### src/rtl/lsd_pkg.sv
package lsd_pkg;

  typedef enum logic [1:0] {
    SZ_BYTE = 2'b00,
    SZ_HALF = 2'b01,
    SZ_WORD = 2'b10
  } size_e;

  typedef struct packed {
    logic  match;
    logic  is_load;
    size_e size;
    logic  sext;
    logic  dual;
    logic  pre;
    logic  wb_req;
    logic  literal;
    logic  add;
  } cls_t;

endpackage

### src/rtl/lsd_class_decode.sv
module lsd_class_decode
  import lsd_pkg::*;
(
  input  logic [27:0] ins,
  output cls_t        cls
);

  localparam logic [3:0] TYPE_HALF = 4'b1011;
  localparam logic [3:0] TYPE_SBD  = 4'b1101;

  logic class_hit, reg_ok, is_half, is_sbd;
  logic p_bit, w_bit, l_bit, i_bit, rn_pc;
  logic unused_bits;
  cls_t raw;

  assign unused_bits = ^{ins[15:12], ins[3:0]};

  assign p_bit     = ins[24];
  assign w_bit     = ins[21];
  assign l_bit     = ins[20];
  assign i_bit     = ins[22];
  assign rn_pc     = (ins[19:16] == 4'hF);
  assign class_hit = (ins[27:25] == 3'b000);
  assign reg_ok    = i_bit || (ins[11:8] == 4'h0);
  assign is_half   = (ins[7:4] == TYPE_HALF);
  assign is_sbd    = (ins[7:4] == TYPE_SBD);

  always_comb begin
    raw         = '0;
    raw.pre     = p_bit;
    raw.wb_req  = p_bit ? w_bit : 1'b1;
    raw.add     = ins[23];
    if (class_hit && reg_ok) begin
      if (is_half) begin
        raw.match   = 1'b1;
        raw.is_load = l_bit;
        raw.size    = SZ_HALF;
      end else if (is_sbd && l_bit) begin
        raw.match   = 1'b1;
        raw.is_load = 1'b1;
        raw.size    = SZ_BYTE;
        raw.sext    = 1'b1;
      end else if (is_sbd) begin
        raw.is_load = 1'b1;
        raw.size    = SZ_WORD;
        raw.dual    = 1'b1;
        raw.literal = i_bit && rn_pc;
        if (raw.literal) raw.match = p_bit && !w_bit;
        else             raw.match = !(!p_bit && w_bit);
      end
    end
  end

  assign cls = raw.match ? raw : '0;

endmodule

### src/rtl/lsd_offset_sel.sv
module lsd_offset_sel #(
  parameter int AW = 32
) (
  input  logic          use_imm,
  input  logic [3:0]    imm_hi,
  input  logic [3:0]    imm_lo,
  input  logic [AW-1:0] index_val,
  output logic [AW-1:0] offset
);

  localparam int IMM_W = 8;

  logic [IMM_W-1:0] imm8;

  assign imm8   = {imm_hi, imm_lo};
  assign offset = use_imm ? {{(AW-IMM_W){1'b0}}, imm8} : index_val;

endmodule

### src/rtl/lsd_addr_calc.sv
module lsd_addr_calc
  import lsd_pkg::*;
#(
  parameter int AW = 32
) (
  input  cls_t          cls,
  input  logic [AW-1:0] base_val,
  input  logic [AW-1:0] pc_val,
  input  logic [AW-1:0] offset,
  output logic [AW-1:0] mem_addr,
  output logic [AW-1:0] new_base,
  output logic          wb_en
);

  localparam int ALIGN_W = 2;

  logic [AW-1:0] base_sel, sum;
  logic [ALIGN_W-1:0] unused_pc_low;

  assign unused_pc_low = pc_val[ALIGN_W-1:0];
  assign base_sel = cls.literal ? {pc_val[AW-1:ALIGN_W], {ALIGN_W{1'b0}}} : base_val;
  assign sum      = cls.add ? (base_sel + offset) : (base_sel - offset);

  always_comb begin
    if (cls.match) begin
      mem_addr = cls.pre ? sum : base_sel;
      new_base = sum;
      wb_en    = cls.wb_req && !cls.literal;
    end else begin
      mem_addr = '0;
      new_base = '0;
      wb_en    = 1'b0;
    end
  end

endmodule

### src/rtl/lsd_agu.sv
module lsd_agu
  import lsd_pkg::*;
#(
  parameter int AW = 32
) (
  input  logic          clk,
  input  logic          rst_n,
  input  logic [31:0]   instr,
  input  logic [AW-1:0] base_val,
  input  logic [AW-1:0] index_val,
  input  logic [AW-1:0] pc_val,
  output logic          match_o,
  output logic          is_load_o,
  output logic [1:0]    size_o,
  output logic          sext_o,
  output logic          dual_o,
  output logic          wb_en_o,
  output logic [AW-1:0] mem_addr_o,
  output logic [AW-1:0] new_base_o
);

  typedef struct packed {
    logic          match;
    logic          is_load;
    logic [1:0]    size;
    logic          sext;
    logic          dual;
    logic          wb_en;
    logic [AW-1:0] addr;
    logic [AW-1:0] nbase;
  } out_t;

  cls_t          cls;
  logic [AW-1:0] offset, addr_c, nbase_c;
  logic          wb_c;
  logic [3:0]    unused_cond;
  out_t          out_d, out_q;

  assign unused_cond = instr[31:28];

  lsd_class_decode u_dec (
    .ins (instr[27:0]),
    .cls (cls)
  );

  lsd_offset_sel #(.AW(AW)) u_off (
    .use_imm   (instr[22]),
    .imm_hi    (instr[11:8]),
    .imm_lo    (instr[3:0]),
    .index_val (index_val),
    .offset    (offset)
  );

  lsd_addr_calc #(.AW(AW)) u_calc (
    .cls      (cls),
    .base_val (base_val),
    .pc_val   (pc_val),
    .offset   (offset),
    .mem_addr (addr_c),
    .new_base (nbase_c),
    .wb_en    (wb_c)
  );

  always_comb begin
    out_d         = '0;
    out_d.match   = cls.match;
    out_d.is_load = cls.is_load;
    out_d.size    = cls.size;
    out_d.sext    = cls.sext;
    out_d.dual    = cls.dual;
    out_d.wb_en   = wb_c;
    out_d.addr    = addr_c;
    out_d.nbase   = nbase_c;
  end

  always_ff @(posedge clk or negedge rst_n) begin
    if (!rst_n) out_q <= '0;
    else        out_q <= out_d;
  end

  assign match_o    = out_q.match;
  assign is_load_o  = out_q.is_load;
  assign size_o     = out_q.size;
  assign sext_o     = out_q.sext;
  assign dual_o     = out_q.dual;
  assign wb_en_o    = out_q.wb_en;
  assign mem_addr_o = out_q.addr;
  assign new_base_o = out_q.nbase;

endmodule

### config.mk
export PLATFORM = sky130hd
export DESIGN_NAME = lsd_agu
export DESIGN_NICKNAME = d
export VERILOG_FILES = /design/src/rtl/lsd_pkg.sv /design/src/rtl/lsd_class_decode.sv /design/src/rtl/lsd_offset_sel.sv /design/src/rtl/lsd_addr_calc.sv /design/src/rtl/lsd_agu.sv
export SDC_FILE = /design/constraint.sdc
export NUM_CORES = 1
export LEC_CHECK = 0
export CORE_UTILIZATION = 47
export DETAILED_ROUTE_END_ITERATION = 8
export MAX_ROUTING_LAYER = met4
export PLACE_DENSITY = 0.81
export SLEW_MARGIN = 20
export SYNTH_ARGS = -nofsm -noshare
export SYNTH_HDL_FRONTEND = slang
export SYNTH_HIERARCHICAL = 1
export SYNTH_SLANG_ARGS = --single-unit
### constraint.sdc
create_clock -name clk -period 0.8 [get_ports clk]
set_input_delay 0.16 -clock clk [delete_from_list [all_inputs] [get_ports clk]]
set_output_delay 0.16 -clock clk [all_outputs]
set_load 0.02 [all_outputs]
==> run_results.csv, run 1 <==
group,metric,value,unit
outcome,status,"aborted with a tool error",
outcome,lastStage,"clock tree synthesis",
outcome,error,"[ERROR DPL-0033] detailed placement checks failed during check placement.",
placement,dpl.cell_count,1159,
clocking,cts_buffer_depth,2,
clocking,numCtsBuffers,9,
placement,numPortBuffers,190,
floorplanning,initial_core_util,49.2,%
placement,gp_congestion,0.914,
yosys,synth_xor_area_share,8.39,%
yosys,yosys.cell_types.count,68,
yosys,synth_seq_area_share,31.0,%
yosys,synth_compound_area_share,19.3,%
yosys,synth_top_family_by_area,"simple AND/OR/NAND/NOR gates",
floorplanning,rows,39,
clocking,post_cts_buffers,50,
placement,dp.final_hpwl,17400,um
yosys,netlist_area,5740,um2
yosys,synth_most_common_cell,"nor2_1",
yosys,synth.mux.area_fraction,8.57,%
yosys,synth.area.top_cells,"dfrtp_1, ha_1, mux2_2",
yosys,synthAdderAreaFrac,7.32,%
yosys,synthArstFlopShare,100,%
yosys,synth_edf_count,0,
clocking,h-tree-depth,3,
placement,dp_slack,-3.64,ns
yosys,ys_warn_count,6,
floorplanning,die-width,113,um
yosys,synth_simple_gate_area_share,21.1,%
yosys,ys.flop_type,"dfrtp_1",
clocking,post_cts_resized,658,
yosys,ys_seq_elements,71,
clocking,cts_root_buf,"clkbuf_16",
clocking,cts.sinks,71,
floorplanning,ios,201,
clocking,holdBufCountCts,1,
floorplanning,die_h,113,um
yosys,synth_top_cells_by_count,"nor2_1, dfrtp_1, a21oi_1",
yosys,avgSynthCellArea,8.58,um2
yosys,synth_area_leader_cell,"dfrtp_1",
yosys,yosys.area.top_type_share,31.0,%
yosys,synth_fp_nets,832,
yosys,netlist_instances,669,
metrics by stage:
| stage | instance area, um2 | util (%) | hold slack [ns] |
|---|---|---|---|
| 3_5_place_dp | 9730 | 83.4 | 0.0343 |
| 2_1_floorplan | 6380 | - | -0.136 |
| 3_3_place_gp | 9730 | 83.4 | 0.0308 |
cell families after synthesis:
group / count (synthesis)
adder cells (fa/ha/maj): 33
AND/OR/NAND/NOR: 235
AO/OA/AOI/OAI: 171
flip-flops: 71
multiplexers: 42
buffers and inverters: 62
XOR/XNOR: 55
==> run 2, diff against run 1 <==
CORE_UTILIZATION = 35   (was 47)
MAX_ROUTING_LAYER = not set   (was met4)
PLACE_DENSITY = not set   (was 0.81)
PLACE_DENSITY_LB_ADDON = 0.15   (was not set)
==> run 2 against run 1 <==
- the flow now finishes, with violations (setup timing)
- synthesized cell count did not move
- area after synthesis unchanged
==> run_results.csv, run 2 <==
group,metric,value,unit
global_route,grt_usage,27.7,%
floorplanning,die_area,16900,um2
setup_path,crit_start,"instr[22]",
setup_path,crit_fanout,7,
placement,dp_slack,-3.76,ns
yosys,synth_fp_nets,832,
yosys,synth_most_common_cell,"nor2_1",
timing,setup_ws,-2.88,ns
clocking,cts_tree,"done",
finish,layout_common_cells,"buf_4, buf_6, clkdlybuf4s50_1",
placement,dp.final_hpwl,17400,um
placement,dpl_cell_area,9950,um2
timing,timing.fmax,0.272,GHz
outcome,failed_checks,"setup timing",
clocking,cts_root_buf,"clkbuf_16",
floorplanning,ios,201,
hold_path,hold_path.class,"in -> async",
yosys,ys.flop_type,"dfrtp_1",
yosys,synth_edf_count,0,
yosys,ys_warn_count,6,
placement,dpl.cell_count,1245,
routing,drc,0,
pwr,p_leak,5.43,nW
finish,layout-drive-gt1-share,57.2,%
placement,gp_congestion,0.908,
finish,nets,1274,
clocking,clk_pin_slew,0.06,ns
yosys,yosys.cell_types.count,68,
finish,multi_input_area,5360,um2
pwr,p_per_area,1240,nW/um2
yosys,netlist_instances,669,
pwr,max-vdd-ir-drop,1.14,mV
routing,drt_pre_antenna_iters,4,
setup_path,worst_setup_path_start_kind,"input pin",
finish,finalNonFillerCells,1332,
global_route,grt_pass1_vias,6858,
yosys,synthArstFlopShare,100,%
clocking,numCtsBuffers,9,
finish,syn_to_final_growth,114,%
timing,rsz0062_at_grt,"yes",
floorplanning,core_area,15900,um2
clocking,h-tree-depth,3,
finish,utilization,77.2,%
finish,final_common_cell,"buf_4",
routing,routed_wl,24900,um
floorplanning,initial_core_util,36.0,%
timing,setup_viol,142,
finish,fillers,1078,
floorplanning,die-width,130,um
finish,diodes,0,
yosys,netlist_area,5740,um2
global_route,grt_overflow_total,0,
yosys,ys_seq_elements,71,
routing,avgViaCountPerCell,5.17,
clocking,cts.sinks,71,
yosys,synth_seq_area_share,31.0,%
timing,relSlewSlack,67.4,%
timing,worstMarginPinSlew,0.485,ns
global_route,grt_pass1_wl,35100,um
yosys,synth.area.top_cells,"dfrtp_1, ha_1, mux2_2",
yosys,synth_area_leader_cell,"dfrtp_1",
run,cap_violations,0,
routing,via_count,6886,
floorplanning,rows,46,
setup_path,crit_arrival,3.93,ns
timing,period_share,460,%
global_route,antenna_found_initial,0,
setup_path,cp-end-kind,"register",
finish,stdcell_area,12300,um2
global_route,grt_max_degree,35,
yosys,yosys.area.top_type_share,31.0,%
setup_path,required,1.05,ns
timing,min_period,3.68,ns
floorplanning,die_h,130,um
clocking,cts_buffer_depth,2,
timing,timing.hold.ws,0.187,ns
timing,drv_slew,0,
routing,post_drt_wl_per_cell,18.7,um
yosys,avgSynthCellArea,8.58,um2
routing,ant_nets,0,
placement,numPortBuffers,190,
finish,seq_area,1780,um2
timing,final_hold_viol_count,0,
yosys,synth_top_cells_by_count,"nor2_1, dfrtp_1, a21oi_1",
outcome,status,"finished with violations",
setup_path,worstSetupPathType,"in -> reg",
routing,first_iter_violations,333,
==> run 2: critical path: stages <==
cell      delay, ns
buf_12         0.11
buf_6          0.11
mux2_4         0.29
or4_4          0.57
nor2_4         0.13
and3_4         0.20
buf_4          0.11
buf_6          0.08
buf_6          0.10
a31oi_2        0.11
xor2_1         0.20
ha_2           0.41
nand2_2        0.09
a211oi_2       0.26
nand2_1        0.11
a21oi_2        0.15
a31oi_1        0.11
buf_4          0.16
o21a_1         0.19
o311ai_1       0.26
==> run 2: cell type report <==
cell class              instances  share of cell area (%)
clock buffers                  11                    1.89
clock inverters                 5                   0.865
inverters                      27                   0.865
multi-input cells             536                    43.6
flip-flops and latches         71                    14.4
well taps                     216                    2.20
repair buffers                466                    36.2
==> run 2: through the flow <==
stage | TNS [ns] | total power, mW
after global placement | -225.74 | 8.61
final | -177.19 | 15.3
after detailed placement | -229.22 | 8.68
after floorplan | -143.43 | 6.33
after CTS | -172.46 | 14.4
after global routing | -185.58 | 15.9
==> run 2: routing by layer <==
metal  track usage, %  wire (um)  up-vias
met5                0          0        -
met4             9.99        625        0
met3             3.49       1000       45
met2             50.6      13100      203
met1             33.2      10200     3390
li1                 -          -     3248
==> run 2: logic make-up (layout without fill, tap and decap cells) <==
kind of cell               after synthesis  in the layout  synth area share, %
and+or+nand+nor                        235            235                 21.1
muxes                                   42             42                 8.57
adders and majority gates               33             33                 7.32
buffers and inverters                   62            509                 4.40
xor gates and xnor gates                55             55                 8.39
AOI/OAI and AO/OA                      171            171                 19.3
DFF                                     71             71                 31.0
==> run 2: path summary, 6_finish.rpt <==
check | to | cells past startpoint | slack [ns]
setup / recovery | mem_addr_o[30]$_DFF_PN0_ | 20 | -2.88
hold / removal | new_base_o[6]$_DFF_PN0_ | 2 | 0.19
max in group asynchronous | mem_addr_o[27]$_DFF_PN0_ | 3 | 0.19
min in group clk | size_o[0]$_DFF_PN0_ | 3 | 0.27
==> run 2: power breakdown <==
part | internal, mW | switching (mW) | total [mW]
sequential | 3.61 | 0.00840 | 3.62
clock | 3.06 | 1.71 | 4.76
combinational | 3.69 | 3.23 | 6.93
total | 10.4 | 4.95 | 15.3
==> run 2: what timing repair did <==
item / CTS / global route
gates cloned: 2 / 0
resized for setup: 645 / 132
pin swaps: 102 / 96
setup endpoints to repair: 142 / 142
endpoints found under the hold margin: 71 / 0
setup buffers: 45 / 42
hold buffers: 1 / 0
No activity file was read; power rests on OpenSTA's default activity.
==> run 3, diff against run 2 <==
RECOVER_POWER = 25   (was not set)
SKIP_LAST_GASP = 1   (was not set)
clock period = 4.4 ns   (was 0.8 ns; I/O delays follow)
==> run 3 against run 2 <==
- global-route usage decreased by 2.5 points
- combinational power decreased by 86%
- the run ends with capacitance limit, slew limit left
- clock power decreased by 82%
- largest power group unchanged
- setup slack improved by 2.9 ns
- hold slack improved by 0.83 ns
- sequential power decreased by 82%
- core utilization decreased by 13 points
- sequential cell count unchanged
- non-clock buffer count decreased by 91
- clock-buffer cell count decreased by 1
- sequential share of layout area increased by 2.8 points
- cell count decreased by 6.9%
==> run_results.csv, run 3 (same netlist as run 2, synthesis figures left out) <==
group,metric,value,unit
outcome,status,"finished with violations",
outcome,failed_checks,"capacitance limit, slew limit",
finish,fillers,1322,
timing,setup_viol,0,
clocking,cts_buffer_depth,2,
finish,layout-drive-gt1-share,35.5,%
timing,drv_slew,72,
global_route,grt_pass1_vias,6370,
finish,multi_input_area,4500,um2
floorplanning,die_area,16900,um2
finish,nets,1183,
floorplanning,die_h,130,um
finish,finalNonFillerCells,1240,
global_route,grt_usage,25.2,%
global_route,grt_pass1_wl,32300,um
clocking,numCtsBuffers,9,
global_route,gr-usage-met3,3.20,%
finish,layout_common_cells,"clkdlybuf4s50_1, buf_4, nor2_1",
timing,rsz0062_at_grt,"yes",
timing,relSlewSlack,-19.2,%
pwr,p_per_area,239,nW/um2
finish,utilization,64.7,%
routing,drt_pre_antenna_iters,4,
hold_path,hold_path.class,"in -> async",
global_route,grt_max_degree,72,
global_route,grt_overflow_total,0,
setup_path,worst_setup_path_start_kind,"input pin",
timing,worstMarginPinSlew,1.79,ns
placement,dp_slack,-0.927,ns
timing,setup_ws,0.0203,ns
setup_path,worstSetupPathType,"in -> reg",
setup_path,crit_fanout,4,
setup_path,required,4.62,ns
global_route,grtUsageMet1,31.9,%
clocking,cts_root_buf,"clkbuf_16",
placement,gp_congestion,0.906,
routing,routed_wl,21100,um
timing,period_share,99.5,%
finish,stdcell_area,10300,um2
timing,setup-tns-final,0,ns
global_route,gr-max-usage-layer,"met2",
timing,final_hold_viol_count,0,
pwr,p_leak,4.47,nW
setup_path,cp-end-kind,"register",
finish,syn_to_final_growth,79.6,%
clocking,cts_tree,"done",
floorplanning,ios,201,
routing,ant_nets,0,
routing,drc,0,
clocking,clk_pin_slew,0.06,ns
global_route,antenna_found_initial,0,
finish,seq_area,1780,um2
timing,min_period,4.38,ns
floorplanning,core_area,15900,um2
routing,post_drt_wl_per_cell,17.0,um
finish,diodes,0,
routing,avgViaCountPerCell,5.10,
placement,dpl_cell_area,9030,um2
timing,timing.fmax,0.228,GHz
routing,first_iter_violations,328,
placement,numPortBuffers,190,
floorplanning,initial_core_util,36.0,%
placement,dp.final_hpwl,15800,um
pwr,max-vdd-ir-drop,0.154,mV
routing,via_count,6324,
clocking,h-tree-depth,3,
setup_path,crit_arrival,4.60,ns
floorplanning,die-width,130,um
global_route,gr-usage-met2,44.2,%
clocking,cts.sinks,71,
placement,dpl.cell_count,1202,
floorplanning,rows,46,
run,cap_violations,1,
run 3: what timing repair did:
item                       in CTS  in global routing
hold buffers                    0                  0
gates cloned                    1                  0
setup buffers                  16                 11
pin swaps                      49                 60
setup endpoints to repair      44                 42
resized for setup             106                 75
run 3: layout make-up:
class	count	area share, %
Clock buffer	10	2.32
Clock inverter	5	1.03
Inverter	27	0.983
Multi-Input combinational cell	536	43.6
Sequential cell	71	17.2
Tap cell	216	2.62
Timing Repair Buffer	375	32.2
run 3: per-layer routing:
metal	vias to the layer above	routed length (um)
met5	-	0
met4	0	520
met3	35	829
met2	167	10500
met1	3032	9330
li1	3090	-
run 3: final timing paths:
| kind | startpoint | to |
|---|---|---|
| max | index_val[4] | mem_addr_o[28]$_DFF_PN0_ |
| min | rst_n | new_base_o[5]$_DFF_PN0_ |
| max in group asynchronous | rst_n | new_base_o[23]$_DFF_PN0_ |
| min in group clk | instr[20] | dual_o$_DFF_PN0_ |
run 3: critical path, stage by stage:
cell	delay, ns
clkdlybuf4s50_1	0.39
mux2_4	0.28
or4_4	0.52
and3b_2	0.32
and2_4	0.17
a21oi_2	0.05
xor2_1	0.17
ha_1	0.37
buf_4	0.18
nand3_1	0.11
a21boi_2	0.10
a211oi_2	0.14
buf_4	0.16
nor2_1	0.05
o32ai_2	0.28
xor2_1	0.31
a21oi_1	0.11
run 3: power by group:
part           internal (mW)  switching, mW
combinational          0.494          0.443
sequential             0.656       0.000922
clock                  0.567          0.297
total                   1.72          0.742
run 3: metrics by stage:
stage	power [mW]	hold WS [ns]
after floorplan	1.06	0.584
after global placement	1.44	1.05
after detailed placement	1.45	1.08
after CTS	2.40	0.705
after global routing	2.58	1.13
final	2.46	1.01
==> run 4, diff against run 3 <==
CORE_UTILIZATION = 39   (was 35)
SLEW_MARGIN = 30   (was 20)
==> run 4 against run 3 <==
- the run still ends with capacitance limit, slew limit left
- setup slack better by 0.081 ns
- clock-buffer cell count is 2 higher
- hold slack worse by 0.037 ns
- clock power is 5.0% lower
- critical path depth stayed put
- highest routed layer unchanged
==> run_results.csv, run 4 (same netlist as run 2, synthesis figures left out) <==
group,metric,value,unit
routing,drc,0,
timing,setup_viol,0,
pwr,p_per_area,237,nW/um2
clocking,h-tree-depth,3,
floorplanning,core_area,14100,um2
pwr,p_leak,4.52,nW
routing,drt_pre_antenna_iters,5,
outcome,failed_checks,"capacitance limit, slew limit",
floorplanning,initial_core_util,40.7,%
finish,nets,1193,
clocking,clk_pin_slew,0.06,ns
floorplanning,die_h,123,um
finish,layout_common_cells,"buf_4, clkdlybuf4s50_1, nor2_1",
routing,avgViaCountPerCell,5.36,
global_route,grt_overflow_total,0,
timing,timing.hold.ws,0.977,ns
floorplanning,die-width,123,um
finish,final_common_cell,"buf_4",
routing,routed_wl,22000,um
clocking,numCtsBuffers,9,
timing,rsz0062_at_grt,"yes",
run,cap_violations,1,
hold_path,hold_path.class,"in -> reg",
finish,syn_to_final_growth,80.7,%
floorplanning,ios,201,
clocking,cts_buffer_depth,2,
setup_path,crit_arrival,4.58,ns
timing,worstMarginPinSlew,1.87,ns
routing,post_drt_wl_per_cell,18.1,um
floorplanning,rows,43,
clocking,cts_root_buf,"clkbuf_16",
timing,timing.fmax,0.233,GHz
global_route,grt_max_degree,41,
routing,via_count,6514,
setup_path,required,4.68,ns
global_route,grt_usage,28.9,%
timing,relSlewSlack,-24.4,%
outcome,status,"finished with violations",
routing,first_iter_violations,412,
timing,min_period,4.30,ns
timing,drv_slew,33,
placement,gp_congestion,0.890,
setup_path,cp-end-kind,"register",
global_route,antenna_found_initial,0,
placement,numPortBuffers,190,
floorplanning,die_area,15200,um2
pwr,max-vdd-ir-drop,0.195,mV
clocking,cts.sinks,71,
finish,diodes,0,
finish,fillers,1013,
global_route,grt_pass1_wl,33000,um
setup_path,crit_fanout,4,
setup_path,worstSetupPathType,"in -> reg",
pwr,total_power,2.46,mW
finish,layout-drive-gt1-share,35.4,%
clocking,cts_tree,"done",
setup_path,worst_setup_path_start_kind,"input pin",
routing,ant_nets,0,
timing,final_hold_viol_count,0,
placement,dp.final_hpwl,16300,um
global_route,grt_pass1_vias,6573,
timing,period_share,97.7,%
## run 4: cell type report
cell class              count  area (um2)  area share (%)
clock buffers              12         256            2.47
inverters                  27         101           0.977
flip-flops and latches     71        1780            17.1
repair buffers            385        3420            33.0
clock inverters             4        76.3           0.736
well taps                 180         225            2.17
multi-input cells         536        4520            43.5
## run 4: what timing repair did
item / CTS / global route
gates cloned: 1 / 0
buffers inserted: 18 / 10
resized for setup: 113 / 68
hold buffers: 0 / 0
endpoints found under the hold margin: 0 / 0
endpoints found under the setup margin: 45 / 38
pin swaps: 52 / 37
## run 4: worst paths after layout
path                            from                  endpoint  slack, ns  cells after the start
max in group asynchronous      rst_n  mem_addr_o[20]$_DFF_PN0_       1.57                      2
min in group asynchronous      rst_n   mem_addr_o[5]$_DFF_PN0_       1.03                      1
worst min-delay path       instr[20]          dual_o$_DFF_PN0_       0.98                      3
worst max-delay path        instr[9]  mem_addr_o[30]$_DFF_PN0_       0.10                     17
## run 4: routing by layer
| metal | global-route usage, % | part of all wire, % |
|---|---|---|
| met1 | 33.9 | 42 |
| met2 | 51.4 | 50 |
| met3 | 4.84 | 5.4 |
| met4 | 12.6 | 3.1 |
| met5 | 0 | 0 |
## run 4: stage by stage
stage / utilization, % / setup slack, ns / std cells / setup TNS (ns) / instance area [um2]
floorplan: - / -0.0485 / 669 / -0.0535 / 5770
global placement: 64.1 / -0.996 / 1173 / -26.62 / 9040
detailed placement: 64.1 / -0.966 / 1173 / -31.45 / 9040
CTS: 70.7 / 0.00247 / 1208 / 0 / 9960
global route: 73.6 / -0.0427 / 1215 / -0.217 / 10400
finish: 73.6 / 0.101 / 1215 / 0 / 10400
## run 4: where the power goes
part / internal [mW] / total (mW) / switching [mW]
clock network: 0.530 / 0.821 / 0.291
registers: 0.656 / 0.657 / 0.000906
logic: 0.517 / 0.978 / 0.462
## run 4: critical path, cell delays in order
cell and delay (ns):
dlygate4sd2_1 0.28, mux2_4 0.28, or4_4 0.54, and3b_2 0.31, and2_1 0.21, nor2_1 0.09
xor2_2 0.17, ha_4 0.31, nand2_1 0.12, a211oi_4 0.29, nand2_1 0.11, a21oi_2 0.16
a31oi_1 0.11, buf_4 0.16, o21a_1 0.18, o311ai_1 0.22, buf_4 0.15
